File: src/rtl/rtc_pkg.sv
package rtc_pkg;
  localparam int unsigned NFIELD = 7;   // sec, min, hour, day, month, year, weekday
  localparam int unsigned NALM   = 6;   // alarm covers sec..year
  localparam int unsigned NCMP   = 2;

  localparam int unsigned F_SEC  = 0;
  localparam int unsigned F_MIN  = 1;
  localparam int unsigned F_HOUR = 2;
  localparam int unsigned F_DAY  = 3;
  localparam int unsigned F_MON  = 4;
  localparam int unsigned F_YEAR = 5;
  localparam int unsigned F_WDAY = 6;

  localparam int unsigned A_ALM0 = 7;
  localparam int unsigned A_CTRL = 13;
  localparam int unsigned A_STAT = 14;
  localparam int unsigned A_IEN  = 15;
  localparam int unsigned A_CMP0 = 16;

  localparam int unsigned B_RUN  = 0;
  localparam int unsigned B_SNAP = 6;
  localparam int unsigned B_ALM  = 6;
  localparam int unsigned B_PWR  = 7;

  function automatic logic [7:0] bcd_inc(input logic [7:0] v);
    if (v[3:0] >= 4'd9) return {v[7:4] + 4'd1, 4'd0};
    return {v[7:4], v[3:0] + 4'd1};
  endfunction

  function automatic logic [7:0] month_len(input logic [7:0] mon, input logic [7:0] yr);
    logic [1:0] mod4;
    mod4 = {yr[4], 1'b0} + yr[1:0];   // 10*hi + lo mod 4 = 2*hi + lo mod 4
    case (mon)
      8'h02:                      return (mod4 == 2'd0) ? 8'h29 : 8'h28;
      8'h04, 8'h06, 8'h09, 8'h11: return 8'h30;
      default:                    return 8'h31;
    endcase
  endfunction
endpackage

File: src/rtl/rtc_time_chain.sv
module rtc_time_chain
  import rtc_pkg::*;
(
  input  logic                    clk,
  input  logic                    rst,
  input  logic                    step,
  input  logic [NFIELD-1:0]       wsel,
  input  logic [7:0]              wdata,
  output logic [NFIELD-1:0][7:0]  fld_q,
  output logic [NFIELD-1:0][7:0]  fld_nx,
  output logic [3:0]              evt
);
  logic wrap_sec, wrap_min, wrap_hr, wrap_day, wrap_mon;
  logic roll_min, roll_hr, roll_day, roll_mon, roll_yr;

  always_comb begin
    wrap_sec = fld_q[F_SEC]  >= 8'h59;
    wrap_min = fld_q[F_MIN]  >= 8'h59;
    wrap_hr  = fld_q[F_HOUR] >= 8'h23;
    wrap_day = fld_q[F_DAY]  >= month_len(fld_q[F_MON], fld_q[F_YEAR]);
    wrap_mon = fld_q[F_MON]  >= 8'h12;
    roll_min = wrap_sec;
    roll_hr  = roll_min && wrap_min;
    roll_day = roll_hr  && wrap_hr;
    roll_mon = roll_day && wrap_day;
    roll_yr  = roll_mon && wrap_mon;

    fld_nx = fld_q;
    fld_nx[F_SEC] = wrap_sec ? 8'h00 : bcd_inc(fld_q[F_SEC]);
    if (roll_min) fld_nx[F_MIN]  = wrap_min ? 8'h00 : bcd_inc(fld_q[F_MIN]);
    if (roll_hr)  fld_nx[F_HOUR] = wrap_hr  ? 8'h00 : bcd_inc(fld_q[F_HOUR]);
    if (roll_day) begin
      fld_nx[F_DAY]  = wrap_day ? 8'h01 : bcd_inc(fld_q[F_DAY]);
      fld_nx[F_WDAY] = (fld_q[F_WDAY] >= 8'd6) ? 8'd0 : fld_q[F_WDAY] + 8'd1;
    end
    if (roll_mon) fld_nx[F_MON]  = wrap_mon ? 8'h01 : bcd_inc(fld_q[F_MON]);
    if (roll_yr)  fld_nx[F_YEAR] = (fld_q[F_YEAR] >= 8'h99) ? 8'h00 : bcd_inc(fld_q[F_YEAR]);

    evt = step ? {roll_day, roll_hr, roll_min, 1'b1} : 4'b0000;
  end

  always_ff @(posedge clk) begin
    for (int i = 0; i < NFIELD; i++) begin
      if (rst)          fld_q[i] <= (i == F_DAY || i == F_MON) ? 8'h01 : 8'h00;
      else if (wsel[i]) fld_q[i] <= wdata;
      else if (step)    fld_q[i] <= fld_nx[i];
    end
  end
endmodule

File: src/rtl/rtc_alarm_match.sv
module rtc_alarm_match
  import rtc_pkg::*;
(
  input  logic                  step,
  input  logic [NALM-1:0][7:0]  next_time,
  input  logic [NALM-1:0][7:0]  alarm,
  output logic                  hit
);
  logic [NALM-1:0] eq;

  for (genvar i = 0; i < NALM; i++) begin : g_cmp
    assign eq[i] = (next_time[i] == alarm[i]);
  end

  assign hit = step && (&eq);
endmodule

File: src/rtl/bcd_rtc.sv
module bcd_rtc
  import rtc_pkg::*;
#(
  parameter int unsigned ADDR_W = 5
) (
  input  logic              clk,
  input  logic              rst,
  input  logic              tick,
  input  logic [ADDR_W-1:0] addr,
  input  logic [7:0]        wdata,
  input  logic              wr_en,
  input  logic              rd_en,
  output logic [7:0]        rdata,
  output logic              irq
);
  logic [NFIELD-1:0][7:0] fld_q, fld_nx;
  logic [NALM-1:0][7:0]   shadow_q, alm_q;
  logic [NCMP-1:0][7:0]   cmp_q;
  logic [NFIELD-1:0]      wsel;
  logic [7:0]             ctrl_q;
  logic [3:0]             ien_q, evt_d, evt_q;
  logic                   alm_st_q, pwr_st_q, alm_hit, step, snap;
  logic                   wr_ctrl, wr_stat, wr_ien;
  logic [ADDR_W-1:0]      aoff;
  logic [7:0]             rd_mux, stat_word;

  assign step    = tick && ctrl_q[B_RUN];
  assign wr_ctrl = wr_en && (addr == ADDR_W'(A_CTRL));
  assign wr_stat = wr_en && (addr == ADDR_W'(A_STAT));
  assign wr_ien  = wr_en && (addr == ADDR_W'(A_IEN));
  assign snap    = wr_ctrl && wdata[B_SNAP];
  assign aoff    = addr - ADDR_W'(A_ALM0);

  always_comb begin
    for (int i = 0; i < NFIELD; i++) wsel[i] = wr_en && (addr == ADDR_W'(i));
  end

  rtc_time_chain u_chain (
    .clk   (clk),
    .rst   (rst),
    .step  (step),
    .wsel  (wsel),
    .wdata (wdata),
    .fld_q (fld_q),
    .fld_nx(fld_nx),
    .evt   (evt_d)
  );

  rtc_alarm_match u_match (
    .step     (step),
    .next_time(fld_nx[NALM-1:0]),
    .alarm    (alm_q),
    .hit      (alm_hit)
  );

  // configuration and shadow registers
  always_ff @(posedge clk) begin
    if (rst) begin
      ctrl_q   <= 8'h00;
      ien_q    <= 4'h0;
      alm_q    <= '0;
      cmp_q    <= '0;
      shadow_q <= {8'h00, 8'h01, 8'h01, 8'h00, 8'h00, 8'h00};
    end else begin
      if (wr_ctrl) ctrl_q <= wdata & ~(8'h01 << B_SNAP);
      if (wr_ien)  ien_q  <= wdata[3:0];
      if (snap)    shadow_q <= fld_q[NALM-1:0];
      for (int i = 0; i < NALM; i++)
        if (wr_en && addr == ADDR_W'(A_ALM0 + i)) alm_q[i] <= wdata;
      for (int i = 0; i < NCMP; i++)
        if (wr_en && addr == ADDR_W'(A_CMP0 + i)) cmp_q[i] <= wdata;
    end
  end

  // status flags
  always_ff @(posedge clk) begin
    if (rst) begin
      evt_q    <= 4'h0;
      alm_st_q <= 1'b0;
      pwr_st_q <= 1'b1;
    end else begin
      if (tick) evt_q <= evt_d;
      if (alm_hit)                   alm_st_q <= 1'b1;
      else if (wr_stat && wdata[B_ALM]) alm_st_q <= 1'b0;
      if (wr_stat && wdata[B_PWR])   pwr_st_q <= 1'b0;
    end
  end

  assign stat_word = {pwr_st_q, alm_st_q, evt_q, ctrl_q[B_RUN], 1'b0};

  always_comb begin
    rd_mux = 8'h00;
    if (addr <= ADDR_W'(F_YEAR))                         rd_mux = shadow_q[addr[2:0]];
    else if (addr == ADDR_W'(F_WDAY))                    rd_mux = fld_q[F_WDAY];
    else if (addr < ADDR_W'(A_ALM0 + NALM))              rd_mux = alm_q[aoff[2:0]];
    else if (addr == ADDR_W'(A_CTRL))                    rd_mux = ctrl_q;
    else if (addr == ADDR_W'(A_STAT))                    rd_mux = stat_word;
    else if (addr == ADDR_W'(A_IEN))                     rd_mux = {4'h0, ien_q};
    else if (addr == ADDR_W'(A_CMP0))                    rd_mux = cmp_q[0];
    else if (addr == ADDR_W'(A_CMP0 + 1))                rd_mux = cmp_q[1];
  end

  always_ff @(posedge clk) begin
    if (rst) begin
      rdata <= 8'h00;
      irq   <= 1'b0;
    end else begin
      if (rd_en) rdata <= rd_mux;
      irq <= (alm_st_q && ien_q[3]) || (evt_q[ien_q[1:0]] && ien_q[2]);
    end
  end
endmodule

File: config.mk
export PLATFORM = sky130hd
export DESIGN_NAME = bcd_rtc
export DESIGN_NICKNAME = d
export VERILOG_FILES = /design/src/rtl/rtc_pkg.sv /design/src/rtl/rtc_time_chain.sv /design/src/rtl/rtc_alarm_match.sv /design/src/rtl/bcd_rtc.sv
export SDC_FILE = /design/constraint.sdc
export NUM_CORES = 1
export LEC_CHECK = 0
export BUFFER_PORTS_ARGS = -buffer_cell sky130_fd_sc_hd__buf_4
export CORE_MARGIN = 8
export CORE_UTILIZATION = 65
export DETAILED_ROUTE_END_ITERATION = 6
export GPL_TIMING_DRIVEN = 1
export HOLD_SLACK_MARGIN = 0.03
export PLACE_DENSITY_LB_ADDON = 0.3
export SYNTH_ARGS = -nofsm -noshare
export SYNTH_HDL_FRONTEND = slang
export SYNTH_SLANG_ARGS = --single-unit
File: constraint.sdc
create_clock -name clk -period 7.24 [get_ports clk]
set_input_delay 0.362 -clock clk [delete_from_list [all_inputs] [get_ports clk]]
set_output_delay 0.362 -clock clk [all_outputs]
set_load 0.005 [all_outputs]
## Word level (Yosys, flattened, before mapping)

Index checks and enable logic that the tools add are counted.

| word-level totals | value |
|---|---|
| flip-flop bits (word level) | 194 |
| input port bits | 18 |
| output and inout bits | 9 |
| logic and storage cells | 202 |

| cells by class | value |
|---|---|
| add/sub/neg operators | 15 |
| magnitude comparators | 18 |
| equality and inequality tests | 28 |
| mux-type cells | 69 |
| reductions and logical operators | 44 |

Operators by type and width:

| kind | count |
|---|---|
| two-way mux 8 bit | 49 |
| adder 4 x 1 -> 4 bit, second input constant | 12 |
| binary-select mux 8 bit (select 3 bit) | 2 |
| == test 8 bit | 6 |
| == test 5 x 4 -> 1 bit, second input constant | 8 |
| logical AND 1 bit | 29 |
| greater-or-equal comparator 4 bit, second input constant | 6 |
| == test 5 x 3 -> 1 bit, second input constant | 4 |
| nonzero test 2 bit | 9 |
| == test 8 x 3 -> 1 bit, second input constant | 2 |
| greater-or-equal comparator 8 x 7 -> 1 bit, second input constant | 2 |
| case mux 8 bit (2 select lines) | 1 |
| two-way mux 1 bit | 15 |
| == test 5 x 2 -> 1 bit, second input constant | 2 |
| == test 5 bit, second input constant | 2 |
| adder 8 x 1 -> 8 bit, second input constant | 1 |
| == test 8 x 2 -> 1 bit, second input constant | 1 |
| == test 8 x 4 -> 1 bit, second input constant | 1 |
| == test 8 x 5 -> 1 bit, second input constant | 1 |
| greater-or-equal comparator 8 x 3 -> 1 bit, second input constant | 1 |
| greater-or-equal comparator 8 x 5 -> 1 bit, second input constant | 1 |
| greater-or-equal comparator 8 x 6 -> 1 bit, second input constant | 1 |
| greater-or-equal comparator 8 bit | 1 |
| greater-or-equal comparator 8 bit, second input constant | 1 |
| 15 further kinds | 16 |

## Longest topological paths before layout

| depth | value |
|---|---|
| word-level depth | 15 |
| depth in mapped cells | 19 |
| depth with buffers taken out | 18 |

## Modules after synthesis

From an unflattened synthesis, not the netlist that was laid out.

| second synthesis, totals | value |
|---|---|
| cell total of the unflattened synthesis | 1439 |
| area, all modules | 11581.1 um^2 |

Modules (own cells, without submodules):

| module | instances | cells an instance | area an instance (um^2) | sequential area each (um^2) |
|---|---|---|---|---|
| bcd_rtc | 1 | 762 | 6545.0 | 2762.6 |
| rtc_time_chain | 1 | 612 | 4506.8 | 1121.1 |
| rtc_alarm_match | 1 | 65 | 529.3 | 0.0 |

## Worst setup path before layout

No wires, ideal clock.

| timing path | value |
|---|---|
| path kind | reg-to-reg |
| from | reg u_chain.fld_q[36] in the netlist's numbering |
| to | reg alm_st_q |
| setup time | 0.084 ns |
| data arrival time | 3.771 ns |
| required time | 7.156 ns |
| slack | 3.385 ns |
| stages on the path, launching flop included | 19 |
| path buffers | 0 |
| clock period less this slack | 3.855 ns |
| path through | dfxtp_1 inv_1 ha_1 mux2_2 nand2_1 o21ai_0 nand2_1 nand2_1 o31ai_1 ha_1 nor4b_1 o21ai_0 nor2_1 o21ai_0 a2111o_1 a2111oi_2 nand4_1 or4_1 o31ai_2 |

| between the ends | value |
|---|---|
| cells in the longest elaborated chain, start to end | 11 |
| elaborated cells on any way between the ends | 26 |
| those cells by class | add/sub (1); order compare (2); eq/ne (8); mux (9); reduce/logical (6) |

RTL lines:

| element | line | source |
|---|---|---|
| start: declaration | rtc_time_chain.sv:9 | `output logic [NFIELD-1:0][7:0] fld_q,` |
| start signal: indexed assignment | rtc_time_chain.sv:44 | `if (rst) fld_q[i] <= (i == F_DAY \|\| i == F_MON) ? 8'h01 : 8'h00;` |
| start signal: indexed assignment | rtc_time_chain.sv:45 | `else if (wsel[i]) fld_q[i] <= wdata;` |
| start signal: indexed assignment | rtc_time_chain.sv:46 | `else if (step) fld_q[i] <= fld_nx[i];` |
| == test 8 x 3 -> 1 bit (tied with other cells) | rtc_pkg.sv:33 | `case (mon)` |
| OR reduction 4 bit | rtc_pkg.sv:33 |  |
| case mux 8 bit (2 select lines) | rtc_pkg.sv:33 |  |
| greater-or-equal comparator 8 bit | rtc_time_chain.sv:20 | `wrap_day = fld_q[F_DAY] >= month_len(fld_q[F_MON], fld_q[F_YEAR]);` |
| logical AND 1 bit | rtc_time_chain.sv:25 | `roll_mon = roll_day && wrap_day;` |
| logical AND 1 bit | rtc_time_chain.sv:26 | `roll_yr = roll_mon && wrap_mon;` |
| two-way mux 8 bit | rtc_time_chain.sv:37 | `if (roll_yr) fld_nx[F_YEAR] = (fld_q[F_YEAR] >= 8'h99) ? 8'h00 : bcd_inc(fld_q[F_YEAR]);` |
| == test 8 bit | rtc_alarm_match.sv:12 | `assign eq[i] = (next_time[i] == alarm[i]);` |
| AND reduction 6 bit (*) | rtc_alarm_match.sv:15 | `assign hit = step && (&eq);` |
| logical AND 1 bit (*) | rtc_alarm_match.sv:15 |  |
| two-way mux 1 bit / nonzero test 2 bit (equally long branches) | n/a |  |
| end signal: assignment | bcd_rtc.sv:79 | `alm_st_q <= 1'b0;` |
| end signal: assignment | bcd_rtc.sv:83 | `if (alm_hit) alm_st_q <= 1'b1;` |
| end signal: assignment | bcd_rtc.sv:84 | `else if (wr_stat && wdata[B_ALM]) alm_st_q <= 1'b0;` |
| end: declaration | bcd_rtc.sv:22 | `logic alm_st_q, pwr_st_q, alm_hit, step, snap;` |

Every way passes the cells marked *; elsewhere a longest branch is shown, timed or not. The select of a mux whose other input is x is not followed.
A chain may end at the register's enable or synchronous reset.

## Worst setup path in the final report

Ends and elaborated chain as after synthesis.

==> impl_metrics.toml <==
[yosys]
netlist-cell-type-count = 77
yosys_register_bits = 194
async_reset_ff_share_pct = 0
synth_edf_count = 0
yosysWarnings = 0
syn-cell-area_sq_um = 11600
cell_types_occupying_the_most_area_after_synthesis = "sky130_fd_sc_hd__dfxtp_1 34%, sky130_fd_sc_hd__nand2_1 7.2%, sky130_fd_sc_hd__a21oi_1 6.7%"
synth.avg_cell_area_sq_um = 7.78
sequential_share_of_the_synthesized_area_pct = 33.5
synthDominantCellAreaShare_pct = 33.5
synth_top_area_cell = "sky130_fd_sc_hd__dfxtp_1"
syn_inst = 1489
syn_nets = 1548
synth-main-ff-cell = "sky130_fd_sc_hd__dfxtp_1"

[grt]
gr-max-usage-layer = "met2"
grt_start_max_net_pins = 112
vias_in_the_first_global_route = 10600
grt_util_met3_pct = 11.2
initial_antenna_violation_count = 0
first_pass_grt_wire_length_microns = 62600
globalRouteOverflowTotal = 0
total_routing_usage_reported_by_global_routing_pct = 36.4
met1_global_route_usage_pct = 47.7
grt.met2_usage_pct = 52.5

[die]
ios = 27
chipHeight_microns = 149
starting_utilization_of_the_core_area_pct = 65.4
floorplan.rows = 49
placeableCoreArea_sq_um = 17700
die_width_microns = 149
die_area_sq_um = 22300

[layout]
final_cell_count_no_fill = 1681
areaGrowthSynthToFinish_pct = 6.57
final_net_count = 1498
nFillCells = 1446
final_layout_size_suffix_gt1_share_pct = 7.09
antenna-diode-count = 0

[worst_hold_path]
whs_endpoint = "rdata[5]"
timing.hold.worst_path_depth = 2
hold_path_startpoint = "rd_en"
worst_hold_path_type = "input port to flop"

[route]
detail_route.vias_per_cell = 7.04
routedWlPerCell_microns = 24.1
final_antenna_net_count = 0
route.detailed.drc = 0
drt-total-wl_microns = 40600
drt_first_iter_violations = 1655
vias = 11800
drt_pre_antenna_iters = 6

[place]
place_worst_setup_slack_ps = 2720
hpwlAfterDp_microns = 28200
placed_cells = 1649
port_buffers = 26
gp_routability_congestion = 1.07

[critical_path]
regToRegSetupSlack_ps = 2660
crit_fanout = 11
timing.rr.end = "alm_st_q"
cp-start-kind = "flop"
worst_ep_arrival_time_ps = 4960
setup.worst_path.class = "flop to flop"
endpoint_kind = "flop"
timing.critical_path.required_ps = 7620
worst_r2r_path_depth = 18
critical_path.reg2reg.startpoint = "u_chain.fld_q[36]"

[sta]
final_critical_path_setup_slack_ps = 2660
worst_slew_pin_slew_ps = 1070
final_max_slew_viol_count = 0
timing.clock.skew_ps = 12.5
final_min_period_over_clock_period_pct = 63.2
timing_hold_violations_final = 0
setup_repair_after_global_routing_missed_its_margin = "false"
timing.hold.ws_ps = 200
fmax_mhz = 218
final.setup.tns_ps = 0
setup_viol_count_final = 0
timing.max_slew.rel_slack_pct = 28.4
period_needed_ps = 4580

[pwr]
power_density_nw_per_um2 = 184
max-vdd-ir-drop_v = 0.000203
power.leakage_nw = 4.19
post_route_total_power_mw = 2.27

[clock_tree]
worstSkewPairLatency_ps = 460
cts.sinks = 194
tritoncts = "built"
cts-root-to-sink-buffers = 2
cts.repair.resized = 0
cts_inserted_buffers = 17
htreeDepth = 4
cts.repair_timing.setup_buffer_count = 0
cts.clk_slew.worst_paths_ps = 80
cts.root.buffer_cell = "sky130_fd_sc_hd__clkbuf_16"
cts.hold.buffers_added = 0

[status]
status = "finished clean"

[flow_run]
maxCapViolations = 0
-- per-layer routing --
| layer | part of all wire [%] | vias up |
|---|---|---|
| met1 | 38 | 5473 |
| met4 | 5.9 | 0 |
| met3 | 14 | 191 |
| met2 | 42 | 881 |
| met5 | 0 | - |
| li1 | - | 5290 |
-- synth_stat cells, drive strengths merged, types with 18 or more instances --
master and n:
o21ai 82, a211oi 33, dfxtp 194, nand2 222
a21oi 156, nor3 40, buf 18, a22oi 18
xnor2 26, o211ai 18, nand2b 25, mux2i 50
ha 41, nand3 52, inv 35, clkbuf 85
nand4 18, nor2 152
-- registers in the layout (all words and copies together) (netlist names) --
| signal | flops |
|---|---|
| ien_q | 4 |
| evt_q | 4 |
| ctrl_q | 7 |
| shadow_q | 48 |
| u_chain.fld_q | 56 |
| cmp_q | 16 |
| pwr_st_q | 1 |
| irq | 1 |
| alm_q | 48 |
| alm_st_q | 1 |
| rdata | 8 |
-- power breakdown --
part           switching [mW]  internal [mW]  total [mW]
clock network           0.520          0.479       0.999
registers              0.0165           1.08        1.09
logic                   0.124         0.0529       0.177
total                   0.660           1.61        2.27
-- final cells by class --
| class | count | area (sq um) | share of cell area, % |
|---|---|---|---|
| well taps | 229 | 287 | 2.32 |
| clock inverters | 15 | 201 | 1.63 |
| repair buffers | 34 | 259 | 2.10 |
| inverters | 36 | 135 | 1.09 |
| clock buffers | 17 | 425 | 3.45 |
| flip-flops and latches | 194 | 3880 | 31.5 |
| multi-input cells | 1156 | 7150 | 57.9 |
-- layout by cell type (no fill, tap or decap), types with 25 or more instances in the layout --
cell / count
sky130_fd_sc_hd__nand3_1: 52
sky130_fd_sc_hd__ha_1: 41
sky130_fd_sc_hd__a21oi_1: 156
sky130_fd_sc_hd__nand2b_1: 25
sky130_fd_sc_hd__xnor2_1: 26
sky130_fd_sc_hd__nor2_1: 151
sky130_fd_sc_hd__a211oi_1: 32
sky130_fd_sc_hd__mux2i_1: 50
sky130_fd_sc_hd__inv_1: 35
sky130_fd_sc_hd__buf_4: 33
sky130_fd_sc_hd__nand2_1: 221
sky130_fd_sc_hd__dfxtp_1: 194
sky130_fd_sc_hd__nor3_1: 40
sky130_fd_sc_hd__o21ai_0: 78
-- logic make-up after synthesis --
logic type	after synthesis	synth area share [%]
DFF	194	33.5
and+or+nand+nor	582	22.9
xor gates and xnor gates	36	2.72
buffers and inverters	139	4.72
AOI/OAI and AO/OA	426	23.6
muxes	71	8.02
adders and majority gates	41	4.43
-- worst max-delay path, cell delays in order, from the launching register on --
cell                        delay, ps
sky130_fd_sc_hd__dfxtp_1          490
sky130_fd_sc_hd__inv_1            140
sky130_fd_sc_hd__ha_1             230
sky130_fd_sc_hd__mux2_2           270
sky130_fd_sc_hd__nand2_1           70
sky130_fd_sc_hd__o21ai_0          110
sky130_fd_sc_hd__nand2_1           90
sky130_fd_sc_hd__nand2_1           50
sky130_fd_sc_hd__o31ai_1           80
sky130_fd_sc_hd__ha_1             280
sky130_fd_sc_hd__nor4b_1          320
sky130_fd_sc_hd__o21ai_0          240
sky130_fd_sc_hd__o211ai_1         460
sky130_fd_sc_hd__nor2_1           300
sky130_fd_sc_hd__and3_1           260
sky130_fd_sc_hd__a2111oi_2        320
sky130_fd_sc_hd__nand4_1          110
sky130_fd_sc_hd__or4_1            510
sky130_fd_sc_hd__o31ai_2          190
-- per-stage QoR --
stage / cell area, sq um / utilization [%]
after floorplan: 11600 / -
after global placement: 11700 / 66.1
after detailed placement: 11700 / 66.1
after CTS: 12300 / 69.7
after global routing: 12300 / 69.7
final: 12300 / 69.7
-- worst max-delay path by stage --
| stage | from | to | slack (ps) |
|---|---|---|---|
| finish | u_chain.fld_q[36] | alm_st_q | 2660 |
| global route | u_chain.fld_q[36] | alm_st_q | 2190 |
| CTS | u_chain.fld_q[36] | alm_st_q | 2710 |
| detailed placement | u_chain.fld_q[36] | alm_st_q | 2720 |
| global placement | u_chain.fld_q[36] | alm_st_q | 2890 |
| floorplan | u_chain.fld_q[36] | alm_st_q | 3390 |
Power figures use the tool's default switching activity.
